File: src/rtl/dagPkg.sv
package dagPkg;
  localparam int SLOTS = 4;
  localparam int SEL_W = $clog2(SLOTS);

  typedef enum logic [1:0] {
    KIND_PTR  = 2'd0,
    KIND_MOD  = 2'd1,
    KIND_LEN  = 2'd2,
    KIND_BASE = 2'd3
  } regKind_e;

  typedef struct packed {
    logic [SLOTS-1:0] ldPtr;
    logic [SLOTS-1:0] ldMod;
    logic [SLOTS-1:0] ldLen;
    logic [SLOTS-1:0] ldBase;
    logic [SLOTS-1:0] step;
    logic [SEL_W-1:0] ptrSel;
    logic [SEL_W-1:0] modSel;
  } dagStrobes_t;
endpackage

File: src/rtl/dagCtrl.sv
module dagCtrl
  import dagPkg::*;
(
  input  logic             wrEn,
  input  logic [1:0]       wrKind,
  input  logic [SEL_W-1:0] wrIdx,
  input  logic             accEn,
  input  logic [SEL_W-1:0] accIdx,
  input  logic [SEL_W-1:0] modIdx,
  output dagStrobes_t      strobes
);
  logic [SLOTS-1:0] accHit;

  always_comb begin
    strobes        = '0;
    strobes.ptrSel = accIdx;
    strobes.modSel = modIdx;
    if (wrEn) begin
      case (regKind_e'(wrKind))
        KIND_PTR:  strobes.ldPtr[wrIdx]  = 1'b1;
        KIND_MOD:  strobes.ldMod[wrIdx]  = 1'b1;
        KIND_LEN:  strobes.ldLen[wrIdx]  = 1'b1;
        KIND_BASE: strobes.ldBase[wrIdx] = 1'b1;
        default:   ;
      endcase
    end
    accHit = '0;
    if (accEn) accHit[accIdx] = 1'b1;
    // a pointer write overrides the post-modify of the same slot
    strobes.step = accHit & ~strobes.ldPtr;
  end
endmodule

File: src/rtl/dagPath.sv
module dagPath
  import dagPkg::*;
#(
  parameter int AW = 14
) (
  input  logic          clk,
  input  logic          rstN,
  input  dagStrobes_t   strobes,
  input  logic [AW-1:0] wrData,
  output logic [AW-1:0] curPtr
);
  localparam int XW = AW + 2;

  logic [SLOTS-1:0][AW-1:0] ptrQ, modQ, lenQ, baseQ;
  logic [AW-1:0] curMod, curLen, curBase, nextPtr;
  logic signed [XW-1:0] sumX, baseX, lenX, endX, wrapX;

  assign curPtr  = ptrQ[strobes.ptrSel];
  assign curMod  = modQ[strobes.modSel];
  assign curLen  = lenQ[strobes.ptrSel];
  assign curBase = baseQ[strobes.ptrSel];

  always_comb begin
    sumX  = $signed({2'b00, curPtr}) + $signed({{2{curMod[AW-1]}}, curMod});
    baseX = $signed({2'b00, curBase});
    lenX  = $signed({2'b00, curLen});
    endX  = baseX + lenX;
    if (curLen == '0)       wrapX = sumX;
    else if (sumX >= endX)  wrapX = sumX - lenX;
    else if (sumX < baseX)  wrapX = sumX + lenX;
    else                    wrapX = sumX;
    nextPtr = wrapX[AW-1:0];
  end

  for (genvar k = 0; k < SLOTS; k++) begin : g_slot
    always_ff @(posedge clk) begin
      if (!rstN) begin
        ptrQ[k]  <= '0;
        modQ[k]  <= '0;
        lenQ[k]  <= '0;
        baseQ[k] <= '0;
      end else begin
        if (strobes.ldPtr[k])     ptrQ[k] <= wrData;
        else if (strobes.step[k]) ptrQ[k] <= nextPtr;
        if (strobes.ldMod[k])  modQ[k]  <= wrData;
        if (strobes.ldLen[k])  lenQ[k]  <= wrData;
        if (strobes.ldBase[k]) baseQ[k] <= wrData;
      end
    end

    p_hold_r9: assert property (@(posedge clk) disable iff (!rstN)
      (!strobes.ldPtr[k] && !strobes.step[k]) |=> $stable(ptrQ[k]));

    p_load_r2: assert property (@(posedge clk) disable iff (!rstN)
      strobes.ldPtr[k] |=> (ptrQ[k] == $past(wrData)));
  end

  // helpers for the circular-range check
  logic [AW:0]   bufEnd;
  logic [AW-1:0] modMag;
  logic          inBuf, bufFits, stepSmall;
  assign bufEnd    = {1'b0, curBase} + {1'b0, curLen};
  assign modMag    = curMod[AW-1] ? (~curMod + 1'b1) : curMod;
  assign inBuf     = (curPtr >= curBase) && ({1'b0, curPtr} < bufEnd);
  assign bufFits   = bufEnd <= {1'b1, {AW{1'b0}}};
  assign stepSmall = modMag < curLen;

  p_linear_r5: assert property (@(posedge clk) disable iff (!rstN)
    ((|strobes.step) && curLen == '0)
    |=> (ptrQ[$past(strobes.ptrSel)] == AW'($past(curPtr) + $past(curMod))));

  p_wrap_range_r6: assert property (@(posedge clk) disable iff (!rstN)
    ((|strobes.step) && curLen != '0 && inBuf && bufFits && stepSmall)
    |=> ((ptrQ[$past(strobes.ptrSel)] >= $past(curBase)) &&
         ({1'b0, ptrQ[$past(strobes.ptrSel)]} < $past(bufEnd))));
endmodule

File: src/rtl/dagBitRev.sv
module dagBitRev #(
  parameter int AW        = 14,
  parameter int REV_W     = 14,
  parameter bit BITREV_EN = 1'b1
) (
  input  logic [AW-1:0] addrIn,
  input  logic          revMode,
  output logic [AW-1:0] addrOut
);
  if (BITREV_EN) begin : g_rev
    logic [AW-1:0] revAddr;
    for (genvar b = 0; b < REV_W; b++) begin : g_bit
      assign revAddr[b] = addrIn[REV_W-1-b];
    end
    if (REV_W < AW) begin : g_upper
      assign revAddr[AW-1:REV_W] = addrIn[AW-1:REV_W];
    end
    assign addrOut = revMode ? revAddr : addrIn;
  end else begin : g_plain
    assign addrOut = addrIn;
  end
endmodule

File: src/rtl/circAddrGen.sv
module circAddrGen
  import dagPkg::*;
#(
  parameter int AW        = 14,
  parameter int REV_W     = 14,
  parameter bit BITREV_EN = 1'b1
) (
  input  logic             clk,
  input  logic             rstN,
  input  logic             wrEn,
  input  logic [1:0]       wrKind,
  input  logic [SEL_W-1:0] wrIdx,
  input  logic [AW-1:0]    wrData,
  input  logic             accEn,
  input  logic [SEL_W-1:0] accIdx,
  input  logic [SEL_W-1:0] modIdx,
  input  logic             revMode,
  output logic [AW-1:0]    addr
);
  dagStrobes_t   strobes;
  logic [AW-1:0] curPtr;

  dagCtrl i_ctrl (
    .wrEn(wrEn), .wrKind(wrKind), .wrIdx(wrIdx),
    .accEn(accEn), .accIdx(accIdx), .modIdx(modIdx),
    .strobes(strobes)
  );

  dagPath #(.AW(AW)) i_path (
    .clk(clk), .rstN(rstN), .strobes(strobes),
    .wrData(wrData), .curPtr(curPtr)
  );

  dagBitRev #(.AW(AW), .REV_W(REV_W), .BITREV_EN(BITREV_EN)) i_rev (
    .addrIn(curPtr), .revMode(revMode), .addrOut(addr)
  );
endmodule

File: config.mk
export PLATFORM = sky130hd
export DESIGN_NAME = circAddrGen
export DESIGN_NICKNAME = d
export VERILOG_FILES = /design/src/rtl/dagPkg.sv /design/src/rtl/dagCtrl.sv /design/src/rtl/dagPath.sv /design/src/rtl/dagBitRev.sv /design/src/rtl/circAddrGen.sv
export SDC_FILE = /design/constraint.sdc
export NUM_CORES = 1
export LEC_CHECK = 0
export BUFFER_PORTS_ARGS = -buffer_cell sky130_fd_sc_hd__buf_2
export CORE_MARGIN = 2
export CORE_UTILIZATION = 65
export CTS_BUF_LIST = sky130_fd_sc_hd__clkbuf_8
export DETAILED_ROUTE_END_ITERATION = 12
export HOLD_SLACK_MARGIN = 0.05
export PLACE_DENSITY = 0.85
export SYNTH_ARGS = -nofsm -noshare
export SYNTH_HDL_FRONTEND = slang
export SYNTH_SLANG_ARGS = --single-unit
File: constraint.sdc
create_clock -name clk -period 15.7 [get_ports clk]
set_clock_uncertainty 0.2 [all_clocks]
set_input_delay 1.57 -clock clk [delete_from_list [all_inputs] [get_ports clk]]
set_output_delay 1.57 -clock clk [all_outputs]
set_load 0.1 [all_outputs]
# Yosys cells after proc, flatten, opt, wreduce, memory -nomap -nowiden
# Index checks and enable logic that the tools add are counted.
[op_classes]
n_lt_le_gt_ge = 7
n_bitwise = 2
addsub = 4
mux = 30
n_eq_ne = 3
reduce_logical = 8
[ops]
columns = ["operator", "count"]
rows = [
  ["2-to-1 mux 14 bit", 16],
  ["binary-select mux 14 bit (select 2 bit)", 4],
  ["2-to-1 mux 4 bit", 5],
  ["adder 15 x 14 -> 16 bit", 1],
  [">= comparator 16 bit", 1],
  ["less-than comparator 16 x 15 -> 1 bit", 1],
  ["2-to-1 mux 16 bit", 1],
  ["adder 14 x 14 -> 15 bit", 1],
  ["adder 14 bit", 1],
  ["logical NOT 14 bit", 1],
  ["subtractor 14 bit", 1],
  ["less-than comparator 2 x 3 -> 1 bit, second input constant", 3],
  ["nonzero test 2 bit", 4],
  ["AND 4 bit", 1],
  ["demux 1 bit (select 2 bit)", 2],
  ["== test 2 bit, second input constant", 2],
  [">= comparator 2 x 1 -> 1 bit, second input constant", 2],
  ["inverter 4 bit", 1],
  ["== test 2 x 1 -> 1 bit, second input constant", 1],
  ["logical AND 1 bit", 2],
  ["logical NOT 2 bit", 1],
  ["2-to-1 mux 1 bit", 2],
]
[totals]
elab_cells = 70
reg_bits = 224
out_inout_bits = 14

# Logic depth before layout (Yosys ltp)
# Gate-level depths: netlist (run 1).
[logic_depth]
depth_word = 10
mapped_depth = 26
ltp_nobuf = 21

# Modules after synthesis
# From an unflattened synthesis (run 1), not the netlist that was laid out.
[unflattened]
cells_unflattened = 1444
hier_area_um2 = 13630.6
[modules_own_cells]
columns = ["mod", "instances", "cells_per_inst", "area_per_inst_um2"]
rows = [
  ["dagPath", 1, 1389, 13241.4],
  ["dagCtrl", 1, 40, 220.2],
  ["dagBitRev", 1, 15, 168.9],
]

# Least setup slack after synthesis (run 1)
# No wires, ideal clock.
[synth_path]
path_type = "input -> register"
from = "input port accIdx[0]"
to = "register i_path.ptrQ[19] in the netlist's numbering"
arrival_time_ns = 7.201
required_time_ns = 15.362
cell_stages = 21
path_buffers = 4
setup_ns = 0.138
setup_slack_ns = 8.162
cell_sequence = "buf_6 buf_4 buf_4 buf_1 mux4_2 fa_1 a211oi_2 o21ai_1 o21ai_1 o21ai_0 a21o_1 a21oi_1 xnor2_1 ha_1 a2111oi_0 a21oi_1 maj3_2 o21ai_1 nand2_1 o221ai_1 o221ai_1"
[synth_between]
elab_chain_len = 9
elab_cells_between_ends = 26
classes_between = "4 x add/sub; 4 x order compare; 14 x mux; 1 x bitwise; 3 x reduce/logical"
[synth_rtl]
columns = ["element", "line_no", "text"]
rows = [
  ["start, declared", "circAddrGen.sv:15", "input logic [SEL_W-1:0] accIdx,"],
  ["binary-select mux 14 bit (select 2 bit)", "dagPath.sv:18", "assign curPtr = ptrQ[strobes.ptrSel];"],
  ["2-to-1 mux 14 bit (not written as such)", "dagPath.sv:18", ""],
  ["adder 15 x 14 -> 16 bit", "dagPath.sv:24", "sumX = $signed({2'b00, curPtr}) + $signed({{2{curMod[AW-1]}}, curMod});"],
  ["adder 14 bit / less-than comparator 16 x 15 -> 1 bit (equally long branches)", "dagPath.sv:30", "else if (sumX < baseX) wrapX = sumX + lenX;"],
  ["2-to-1 mux 14 bit", "dagPath.sv:30", ""],
  ["2-to-1 mux 14 bit", "dagPath.sv:29", "else if (sumX >= endX) wrapX = sumX - lenX;"],
  ["2-to-1 mux 14 bit", "dagPath.sv:28", "if (curLen == '0) wrapX = sumX;"],
  ["2-to-1 mux 14 bit", "dagPath.sv:44", "else if (strobes.step[k]) ptrQ[k] <= nextPtr;"],
  ["2-to-1 mux 14 bit", "dagPath.sv:43", "if (strobes.ldPtr[k]) ptrQ[k] <= wrData;"],
  ["end signal, assigned by index", "dagPath.sv:43", ""],
  ["end signal, assigned by index", "dagPath.sv:44", ""],
  ["end, declared", "dagPath.sv:14", "logic [SLOTS-1:0][AW-1:0] ptrQ, modQ, lenQ, baseQ;"],
]
# Several ways; a longest one is shown, not always the timed one. The select of a mux whose other input is x is not followed.
# A chain may end at the register's enable or synchronous reset.

# Final worst setup path (run 1)
[layout_path]
from = "input port accIdx[0]"
to = "register i_path.ptrQ[8] in the netlist's numbering"
# Same word-level chain as after synthesis.

==> results of run 1 <==
[power groups by stage]
stage,Sequential (mW),Clock (mW),Combinational [mW]
6_report,0.591,0.525,0.327
5_1_grt,0.592,0.553,0.350
4_1_cts,0.591,0.528,0.318
3_5_place_dp,0.603,0,0.316
3_3_place_gp,0.602,0,0.311
2_1_floorplan,0.600,0,0.242
[cell type report]
cell class	instances	area [sq um]
clock buffer	48	661
clock inverter	23	109
fill	1596	5820
inverter	50	190
multi-input combinational	1203	8370
sequential	224	4480
tap	270	338
timing repair buffer	57	328
[final timing paths]
path	from	to	slack (ps)	cells past startpoint
setup / recovery	accIdx[0]	i_path.ptrQ[8]$_SDFFE_PN0P_	7790	19
hold / removal	i_path.baseQ[7]$_SDFFE_PN0P_	i_path.baseQ[7]$_SDFFE_PN0P_	250	2
setup reg to reg	i_path.ptrQ[42]$_SDFFE_PN0P_	i_path.ptrQ[8]$_SDFFE_PN0P_	9230	18
hold reg to reg	i_path.baseQ[7]$_SDFFE_PN0P_	i_path.baseQ[7]$_SDFFE_PN0P_	250	2
[through the flow]
step / area, sq um / hold WS [ps]
after CTS: 14500 / 253
after detailed placement: 13700 / 245
after global placement: 13700 / 238
after floorplan: 13500 / 233
final: 14500 / 252
after global routing: 14500 / 271
[cells in the mapped netlist, drive strengths merged (9+ instances only)]
cell type / count
and3: 13
o21ai: 38
xor2: 12
a31oi: 9
o221ai: 37
inv: 50
nand3: 16
buf: 15
o311a: 11
mux2: 15
nand2: 350
nand2b: 10
nor3: 24
ha: 80
a21o: 14
o32ai: 9
mux4: 56
nand4: 30
xnor2: 23
nor2: 98
mux2i: 30
clkbuf: 91
a2111oi: 9
nor2b: 10
a21oi: 193
a211oi: 20
dfxtp: 224
[state kept, by name (all words and copies together) (netlist names)]
register      cells
i_path.baseQ     56
i_path.lenQ      56
i_path.modQ      56
i_path.ptrQ      56
[placed cells by master (no fill, tap or decap), drive strengths merged, types with 37 or more instances in the layout]
cell type,count
a21oi,193
buf,57
clkbuf,48
dfxtp,224
ha,80
inv,61
mux4,56
nand2,350
nor2,98
o21ai,38
o221ai,37
[critical path, delay by kind of cell]
kind	cells	cell delay, ps
AOI/OAI and AO/OA	9	2750
xor gates and xnor gates	1	190
adders and majority gates	4	1340
buffers and inverters	2	1160
muxes	1	630
and+or+nand+nor	2	440
[cell families (layout without fill, tap and decap cells)]
family | count (synthesis) | after routing | share of synthesized area (%)
buf+inv | 156 | 178 | 4.60
fa+ha+maj | 86 | 86 | 8.18
compound gates | 403 | 403 | 20.1
mux | 101 | 101 | 12.9
flops | 224 | 224 | 33.3
xor+xnor | 36 | 36 | 2.44
simple gates | 577 | 577 | 18.5
[routing by layer]
| layer | vias to the layer above | GRT usage (%) |
|---|---|---|
| met3 | 154 | 9.14 |
| met4 | 0 | 19.7 |
| met5 | - | 0 |
| met2 | 681 | 57.5 |
| met1 | 5809 | 47.2 |
| li1 | 5715 | - |
==> metrics.cfg, run 1 <==
[outcome]
status=finished, final reports clean

[sta]
setup_viol=0
finalHoldViolCount=0
timing.fmax_mhz=126
setup_tns_ps=0
rsz0062_at_grt=false
drv_slew=0
timing.final.crit_share_pct=50.4
worst_pin_slew_ps=1160
max_slew_margin_pct=22.6
post-route-min-period_ps=7910
fin_ws_ps=7790

[yosys]
syn-instance-count=1583
syn_avg_cell_area_sq_um=8.51
synth-main-ff-cell=dfxtp_1
ys_seq_elements=224
synth_edf_count=0
async_flop_share_pct=0
yosysTopAreaCell=dfxtp_1
ys_seq_area_share_pct=33.3
yosys_warnings=0
synth_cell_types=88
netlist.area_leader.share_pct=33.3
syn-num-nets=1694
syn_area_sq_mm=0.0135
yosys-top-cells-area=dfxtp_1 (33%), nand2_1 (9.7%), mux4_2 (9.4%), ha_1 (7.4%), a21oi_1 (7.1%)

[pwr]
ir_drop_mv=0.0794
p_switching_mw=0.474
combPwrFrac_pct=22.7
pwr-share-seq_pct=40.9
p_int_mw=0.970
fin_total_pwr_mw=1.44
power_density_mw_per_mm2=99.7
swShare_pct=32.8
p_leak_nw=5.45
p_clk_share_pct=36.4

[route]
final_antenna_net_count=0
num_vias=12400
routed-wl-met3_microns=4220
highest_layer=met4
via_per_inst=6.59
initialDrtViolationCount=1341
wl_met1_microns=15800
drtPass1Iterations=6
wl_met2_microns=18000
wl_per_cell_microns=21.6
remaining_drc_errors=0
wirelength_microns=40500

[final_layout]
drive_above_1_share_pct=13.9
nets=1686
postLayoutCoreUtil_pct=71.3
syn_to_final_growth_pct=7.47
fin_cells=1875
n_antenna_cell=0

[critical_path]
cp_slowest_cell=a2111oi_0
end_kind=register
critPathKind=input port to register
arrival_ps=8110
cp.required_ps=15900
cpPeakStageDelay_ps=640
critPathMaxFanout=28
cp_cell_sequence=buf_2 -> buf_4 -> mux4_2 -> ha_1 -> fa_1 -> a211oi_1 -> o211a_1 -> o21bai_1 -> nor2b_1 -> a21oi_1 -> xor2_1 -> ha_1 -> a2111oi_0 -> a21oi_1 -> maj3_2 -> o21ai_1 -> nand2_1 -> o221ai_1 -> o221ai_1
start_kind=input port

[clock_network]
cts-htree-levels=2
cts_buffer_depth=3
post_cts_buffers=0
cts_hold_buf=0
clkTransAtPathRegs_ps=60
cts_buffers=39
clock-sinks=224
post_cts_resized=0
clk_latency_ps=550
cts_tree=done
cts_root_buffer=clkbuf_8

[place]
dp.cells=1804
hpwlAfterDp_microns=27500
pre_cts_ws_ps=7440
place_congestion=0.995
port_buffers=40

[global_route]
grt_pass1_vias=11700
gr-total-overflow=0
antenna_found_initial=0
grt_max_degree=93
grt_pass1_wl_microns=63400
track_usage_pct=36.8

[floorplanning]
die-area_sq_mm=0.0219
die_x_microns=148
core_area_sq_mm=0.0203
initial_core_util_pct=66.4
rows=52
ioPinCount=41
die_h_microns=148

[flow_run]
drv_cap=0

[hold_path]
hold_path.class=register to register

Power figures use the tool's default switching activity.
==> run 2: changes to the inputs <==
==> constraint.sdc (replaced) <==
create_clock -name clk -period 7.45 [get_ports clk]
set_clock_uncertainty 0.2 [all_clocks]
set_input_delay 0.745 -clock clk [delete_from_list [all_inputs] [get_ports clk]]
set_output_delay 0.745 -clock clk [all_outputs]
set_load 0.1 [all_outputs]
==> metrics.cfg, run 2 (synthesized netlist as in run 1, its figures left out) <==
[outcome]
status=finished, final reports clean

[critical_path]
ff2ff_path_depth=19  ; +1
timing.rr.start=i_path.ptrQ[28]$_SDFFE_PN0P_
critPathMaxFanout=24  ; -14%
r2r_setup_slack_ps=1470  ; -7760 ps
critPathKind=input port to register
start_kind=input port
r2r-end=i_path.ptrQ[34]$_SDFFE_PN0P_
cp_cell_sequence=buf_2 -> buf_4 -> mux4_2 -> ha_1 -> fa_1 -> a211oi_1 -> o211a_1 -> o21bai_1 -> nor2b_1 -> a21oi_1 -> xor2_1 -> ha_1 -> a2111oi_0 -> a21oi_1 -> maj3_2 -> o211ai_2 -> nand2_4 -> o221ai_1 -> o221ai_1
cpPeakStageDelay_ps=640  ; about the same
cp.required_ps=7650  ; -8250 ps
arrival_ps=6680  ; -1430 ps
end_kind=register
cp_slowest_cell=mux4_2

[global_route]
grt_max_degree=104  ; +12%
antenna_found_initial=0  ; unchanged
grt_pass1_wl_microns=64100  ; +1.1%
grt_use_met2_pct=58.8  ; +1.2 points
track_usage_pct=37.3  ; +0.49 points
grt_use_met1_pct=49.6  ; +2.4 points
grt_pass1_vias=11800  ; +0.83%
gr-usage-met3_pct=7.41  ; -1.7 points
gr-total-overflow=0  ; unchanged
grt_busiest_layer=met2

[hold_path]
hold_path.class=register to register
hp-start=i_path.modQ[34]$_SDFFE_PN0P_
holdPathStages=2  ; unchanged
hold_path_end=i_path.modQ[34]$_SDFFE_PN0P_

[place]
port_buffers=40  ; unchanged
hpwlAfterDp_microns=28500  ; +3.9%
place_congestion=0.966  ; -2.9%

[clock_network]
cts-htree-levels=2  ; unchanged
clock-sinks=224  ; unchanged
post_cts_resized=0  ; unchanged
cts_hold_buf=0  ; unchanged
cts_tree=done
clkTransAtPathRegs_ps=60  ; about the same
cts_buffers=38  ; -2.6%
post_cts_buffers=0  ; unchanged
cts_buffer_depth=3  ; unchanged
clk_latency_ps=560  ; about the same
cts_root_buffer=clkbuf_8

[route]
wl_per_cell_microns=22.1  ; +2.3%
final_antenna_net_count=0  ; unchanged
drtPass1Iterations=6  ; unchanged
num_vias=12400  ; +0.56%
via_per_inst=6.61  ; +0.24%
remaining_drc_errors=0  ; unchanged
wirelength_microns=41600  ; +2.7%
initialDrtViolationCount=1615  ; +20%

[pwr]
ir_drop_mv=0.208  ; +160%
fin_total_pwr_mw=3.19  ; +120%
p_leak_nw=5.52  ; +1.3%
power_density_mw_per_mm2=218  ; +120%

[floorplanning]
rows=52  ; unchanged
die_x_microns=148  ; unchanged
ioPinCount=41  ; unchanged
die_h_microns=148  ; unchanged
core_area_sq_mm=0.0203  ; unchanged
die-area_sq_mm=0.0219  ; unchanged
initial_core_util_pct=66.4  ; unchanged

[sta]
max_slew_margin_pct=20.8  ; -1.8 points
setup_viol=0  ; unchanged
setup_tns_ps=0  ; unchanged
post-route-min-period_ps=6480
timing.final.crit_share_pct=86.9
finalHoldViolCount=0  ; unchanged
rsz0062_at_grt=false
timing.fmax_mhz=154
holdWs_ps=252  ; +0.302 ps
worst_pin_slew_ps=1180  ; +27.5 ps
drv_slew=0  ; unchanged

[flow_run]
drv_cap=0  ; unchanged

[final_layout]
layout_common_cells=nand2_1 (347), dfxtp_1 (224), a21oi_1 (192), nor2_1 (98), ha_1 (80)
syn_to_final_growth_pct=8.60
n_antenna_cell=0  ; unchanged
nets=1694  ; +0.47%
final_common_cell=nand2_1
fill_cells=1540  ; -3.5%
drive_above_1_share_pct=14.2  ; +0.32 points

## run 2: cell types whose count changed in the layout (fill, tap and decap cells not counted), sizes merged
cell,before,now
inv,61,62
bufinv,0,4
buf,57,66
clkbuf,48,46
clkinv,9,3
## run 2: area by class of cell
type	count	area (sq um)	share of cell area [%]
flip-flops and latches	224	4480	30.6
repair buffers	66	395	2.70
clock inverters	22	221	1.51
multi-input cells	1203	8370	57.2
well taps	270	338	2.31
clock buffers	46	633	4.33
inverters	50	190	1.30
## run 2: metrics by stage
step                setup slack [ps]  instances  area [sq um]  utilization [%]
floorplan                        737       1583         13500                -
global placement                 667       1813         13800             67.9
detailed placement               509       1813         13800             67.9
CTS                             1080       1881         14600             72.1
global route                     478       1881         14600             72.1
finish                           974       1881         14600             72.1
## run 2: where the power goes
part           total (mW)  internal [mW]  switching [mW]
Combinational       0.706          0.237           0.469
Clock                1.24          0.706           0.530
Sequential           1.25           1.23          0.0158
## run 2: worst max-delay path, delay by kind of cell
| family | cells | cell delay (ps) |
|---|---|---|
| xor+xnor | 1 | 170 |
| simple gates | 2 | 310 |
| compound gates | 9 | 2620 |
| fa+ha+maj | 4 | 1320 |
| buf+inv | 2 | 840 |
| mux | 1 | 640 |
## run 2: worst max path at each step
stage               from                      endpoint  slack (ps)  cells after the start
6_report       accIdx[0]  i_path.ptrQ[34]$_SDFFE_PN0P_         970                     19
2_1_floorplan  accIdx[0]  i_path.ptrQ[19]$_SDFFE_PN0P_         740                     21
3_3_place_gp   accIdx[0]   i_path.ptrQ[6]$_SDFFE_PN0P_         670                     19
5_1_grt        accIdx[0]   i_path.ptrQ[6]$_SDFFE_PN0P_         480                     19
4_1_cts        accIdx[0]   i_path.ptrQ[6]$_SDFFE_PN0P_        1080                     19
3_5_place_dp   accIdx[0]   i_path.ptrQ[6]$_SDFFE_PN0P_         510                     19
## run 2: layer usage
metal  vias to the layer above  share of wire [%]
met3                       122                 10
met1                      5912                 39
met2                       664                 46
li1                       5730                  -
met4                         0                4.7
met5                         -                  0
==> run 3: changes to the inputs <==
--- a/config.mk
+++ b/config.mk
@@ -11,7 +11,7 @@
 export CTS_BUF_LIST = sky130_fd_sc_hd__clkbuf_8
 export DETAILED_ROUTE_END_ITERATION = 12
 export HOLD_SLACK_MARGIN = 0.05
-export PLACE_DENSITY = 0.85
+export PLACE_DENSITY = 0.9
 export SYNTH_ARGS = -nofsm -noshare
 export SYNTH_HDL_FRONTEND = slang
 export SYNTH_SLANG_ARGS = --single-unit
==> metrics.cfg, run 3 (synthesized netlist as in run 1, its figures left out) <==
[outcome]
status=finished, final reports clean

[pwr]
p_leak_nw=5.50  ; -0.50%
power_density_mw_per_mm2=214  ; -1.8%
ir_drop_mv=0.177  ; -15%
combPwrFrac_pct=22.9  ; +0.7 points
p_switching_mw=1.00  ; -1.1%
p_clk_share_pct=37.1  ; -1.7 points
pwr-share-seq_pct=40.0  ; +0.9 points
swShare_pct=32.2  ; +0.37 points
p_int_mw=2.11  ; -2.7%
fin_total_pwr_mw=3.12  ; -2.2%

[sta]
setup_tns_ps=0  ; unchanged
drv_slew=0  ; unchanged
worst_pin_slew_ps=1400  ; +214 ps
rsz0062_at_grt=false
fin_ws_ps=781  ; -193 ps
post-route-min-period_ps=6670  ; +193 ps
setup_viol=0  ; unchanged
timing.final.crit_share_pct=89.5  ; +2.6 points
finalHoldViolCount=0  ; unchanged
holdWs_ps=253  ; +0.383 ps
timing.fmax_mhz=150  ; -2.9%
max_slew_margin_pct=6.46  ; -14 points

[route]
wirelength_microns=41600  ; about the same
wl_per_cell_microns=22.2  ; +0.19%
remaining_drc_errors=0  ; unchanged
num_vias=12800  ; +2.7%
drtPass1Iterations=7  ; +1
initialDrtViolationCount=1499  ; -7.2%
via_per_inst=6.80  ; +2.9%
final_antenna_net_count=0  ; unchanged

[clock_network]
post_cts_resized=0  ; unchanged
cts-htree-levels=2  ; unchanged
cts_root_buffer=clkbuf_8
clock-sinks=224  ; unchanged
post_cts_buffers=0  ; unchanged
clkTransAtPathRegs_ps=60  ; about the same
cts_buffers=37  ; -2.6%
cts_buffer_depth=3  ; unchanged
cts_hold_buf=0  ; unchanged
cts_tree=done
clk_latency_ps=560  ; about the same

[critical_path]
r2r_setup_slack_ps=1260  ; -210 ps
arrival_ps=6870  ; +190 ps
worstSetupEndpoint=i_path.ptrQ[21]$_SDFFE_PN0P_
r2r-end=i_path.ptrQ[21]$_SDFFE_PN0P_
crit_path_start=accIdx[0]
critPathMaxFanout=16  ; -33%
start_kind=input port
timing.rr.start=i_path.ptrQ[42]$_SDFFE_PN0P_
cp.required_ps=7650  ; about the same
critPathKind=input port to register
ff2ff_path_depth=19  ; unchanged
end_kind=register

[floorplanning]
ioPinCount=41  ; unchanged
die_x_microns=148  ; unchanged
core_area_sq_mm=0.0203  ; unchanged
die-area_sq_mm=0.0219  ; unchanged
die_h_microns=148  ; unchanged
initial_core_util_pct=66.4  ; unchanged
rows=52  ; unchanged

[global_route]
grt_pass1_wl_microns=64500  ; +0.64%
track_usage_pct=37.4  ; +0.074 points
gr-total-overflow=0  ; unchanged
antenna_found_initial=0  ; unchanged
grt_pass1_vias=12200  ; +3.5%
grt_max_degree=116  ; +12%

[final_layout]
fin_cells=1878  ; -0.16%
postLayoutCoreUtil_pct=71.8  ; -0.25 points
drive_above_1_share_pct=14.4  ; +0.15 points
layout_common_cells=nand2_1 (347), dfxtp_1 (224), a21oi_1 (192), nor2_1 (98), ha_1 (80)
n_antenna_cell=0  ; unchanged
nets=1693  ; -0.059%
syn_to_final_growth_pct=8.22
design_area_sq_mm=0.0146  ; -0.35%
final_common_cell=nand2_1

[hold_path]
hp-start=i_path.modQ[19]$_SDFFE_PN0P_
hold_path.class=register to register

[flow_run]
drv_cap=0  ; unchanged

[place]
pre_cts_ws_ps=414  ; -95.3 ps
place_congestion=0.999  ; +3.4%
dp.cells=1813  ; unchanged
hpwlAfterDp_microns=28700  ; +0.53%
post_dp_cell_area_sq_mm=0.0138  ; unchanged
port_buffers=40  ; unchanged

## run 3: worst min path at each step
stage               depth (start not counted)                             to
global placement                            2   i_path.baseQ[0]$_SDFFE_PN0P_
detailed placement                          2  i_path.baseQ[29]$_SDFFE_PN0P_
finish                                      2   i_path.modQ[19]$_SDFFE_PN0P_
CTS                                         2  i_path.baseQ[29]$_SDFFE_PN0P_
floorplan                                   2  i_path.baseQ[28]$_SDFFE_PN0P_
global route                                2   i_path.baseQ[7]$_SDFFE_PN0P_
## run 3: power groups by stage
stage	clock network (mW)	logic, mW	registers [mW]
4_1_cts	1.15	0.690	1.25
3_3_place_gp	0	0.669	1.27
2_1_floorplan	0	0.510	1.27
3_5_place_dp	0	0.684	1.27
5_1_grt	1.21	0.752	1.25
6_report	1.16	0.714	1.25
## run 3: per-layer routing
layer | global-route usage [%] | up-vias | routed length [microns]
met5 | 0 | - | 0
met4 | 22.3 | 0 | 2590
met3 | 8.95 | 190 | 4400
met2 | 59.0 | 798 | 18900
met1 | 46.6 | 6062 | 15700
li1 | - | 5718 | -
## run 3: cell type report
cell class | count | area (sq um)
clock inverter | 14 | 101
inverter | 50 | 190
sequential | 224 | 4480
multi-input combinational | 1203 | 8370
timing repair buffer | 66 | 395
fill | 1487 | 5720
tap | 270 | 338
clock buffer | 51 | 702
## run 3: worst max-delay path, stage by stage
cell and delay (ps):
buf_2 350, buf_4 400, mux4_2 620, ha_1 370, a2111oi_0 420, nor3_1 140
and2_1 250, a21oi_1 200, xor2_1 400, inv_1 180, ha_1 340, a21oi_1 200
nor2b_1 190, nand4_1 170, a21oi_1 300, a2111oi_4 80, o21ai_2 450, nand2_1 300
o221ai_1 550, o221ai_1 200
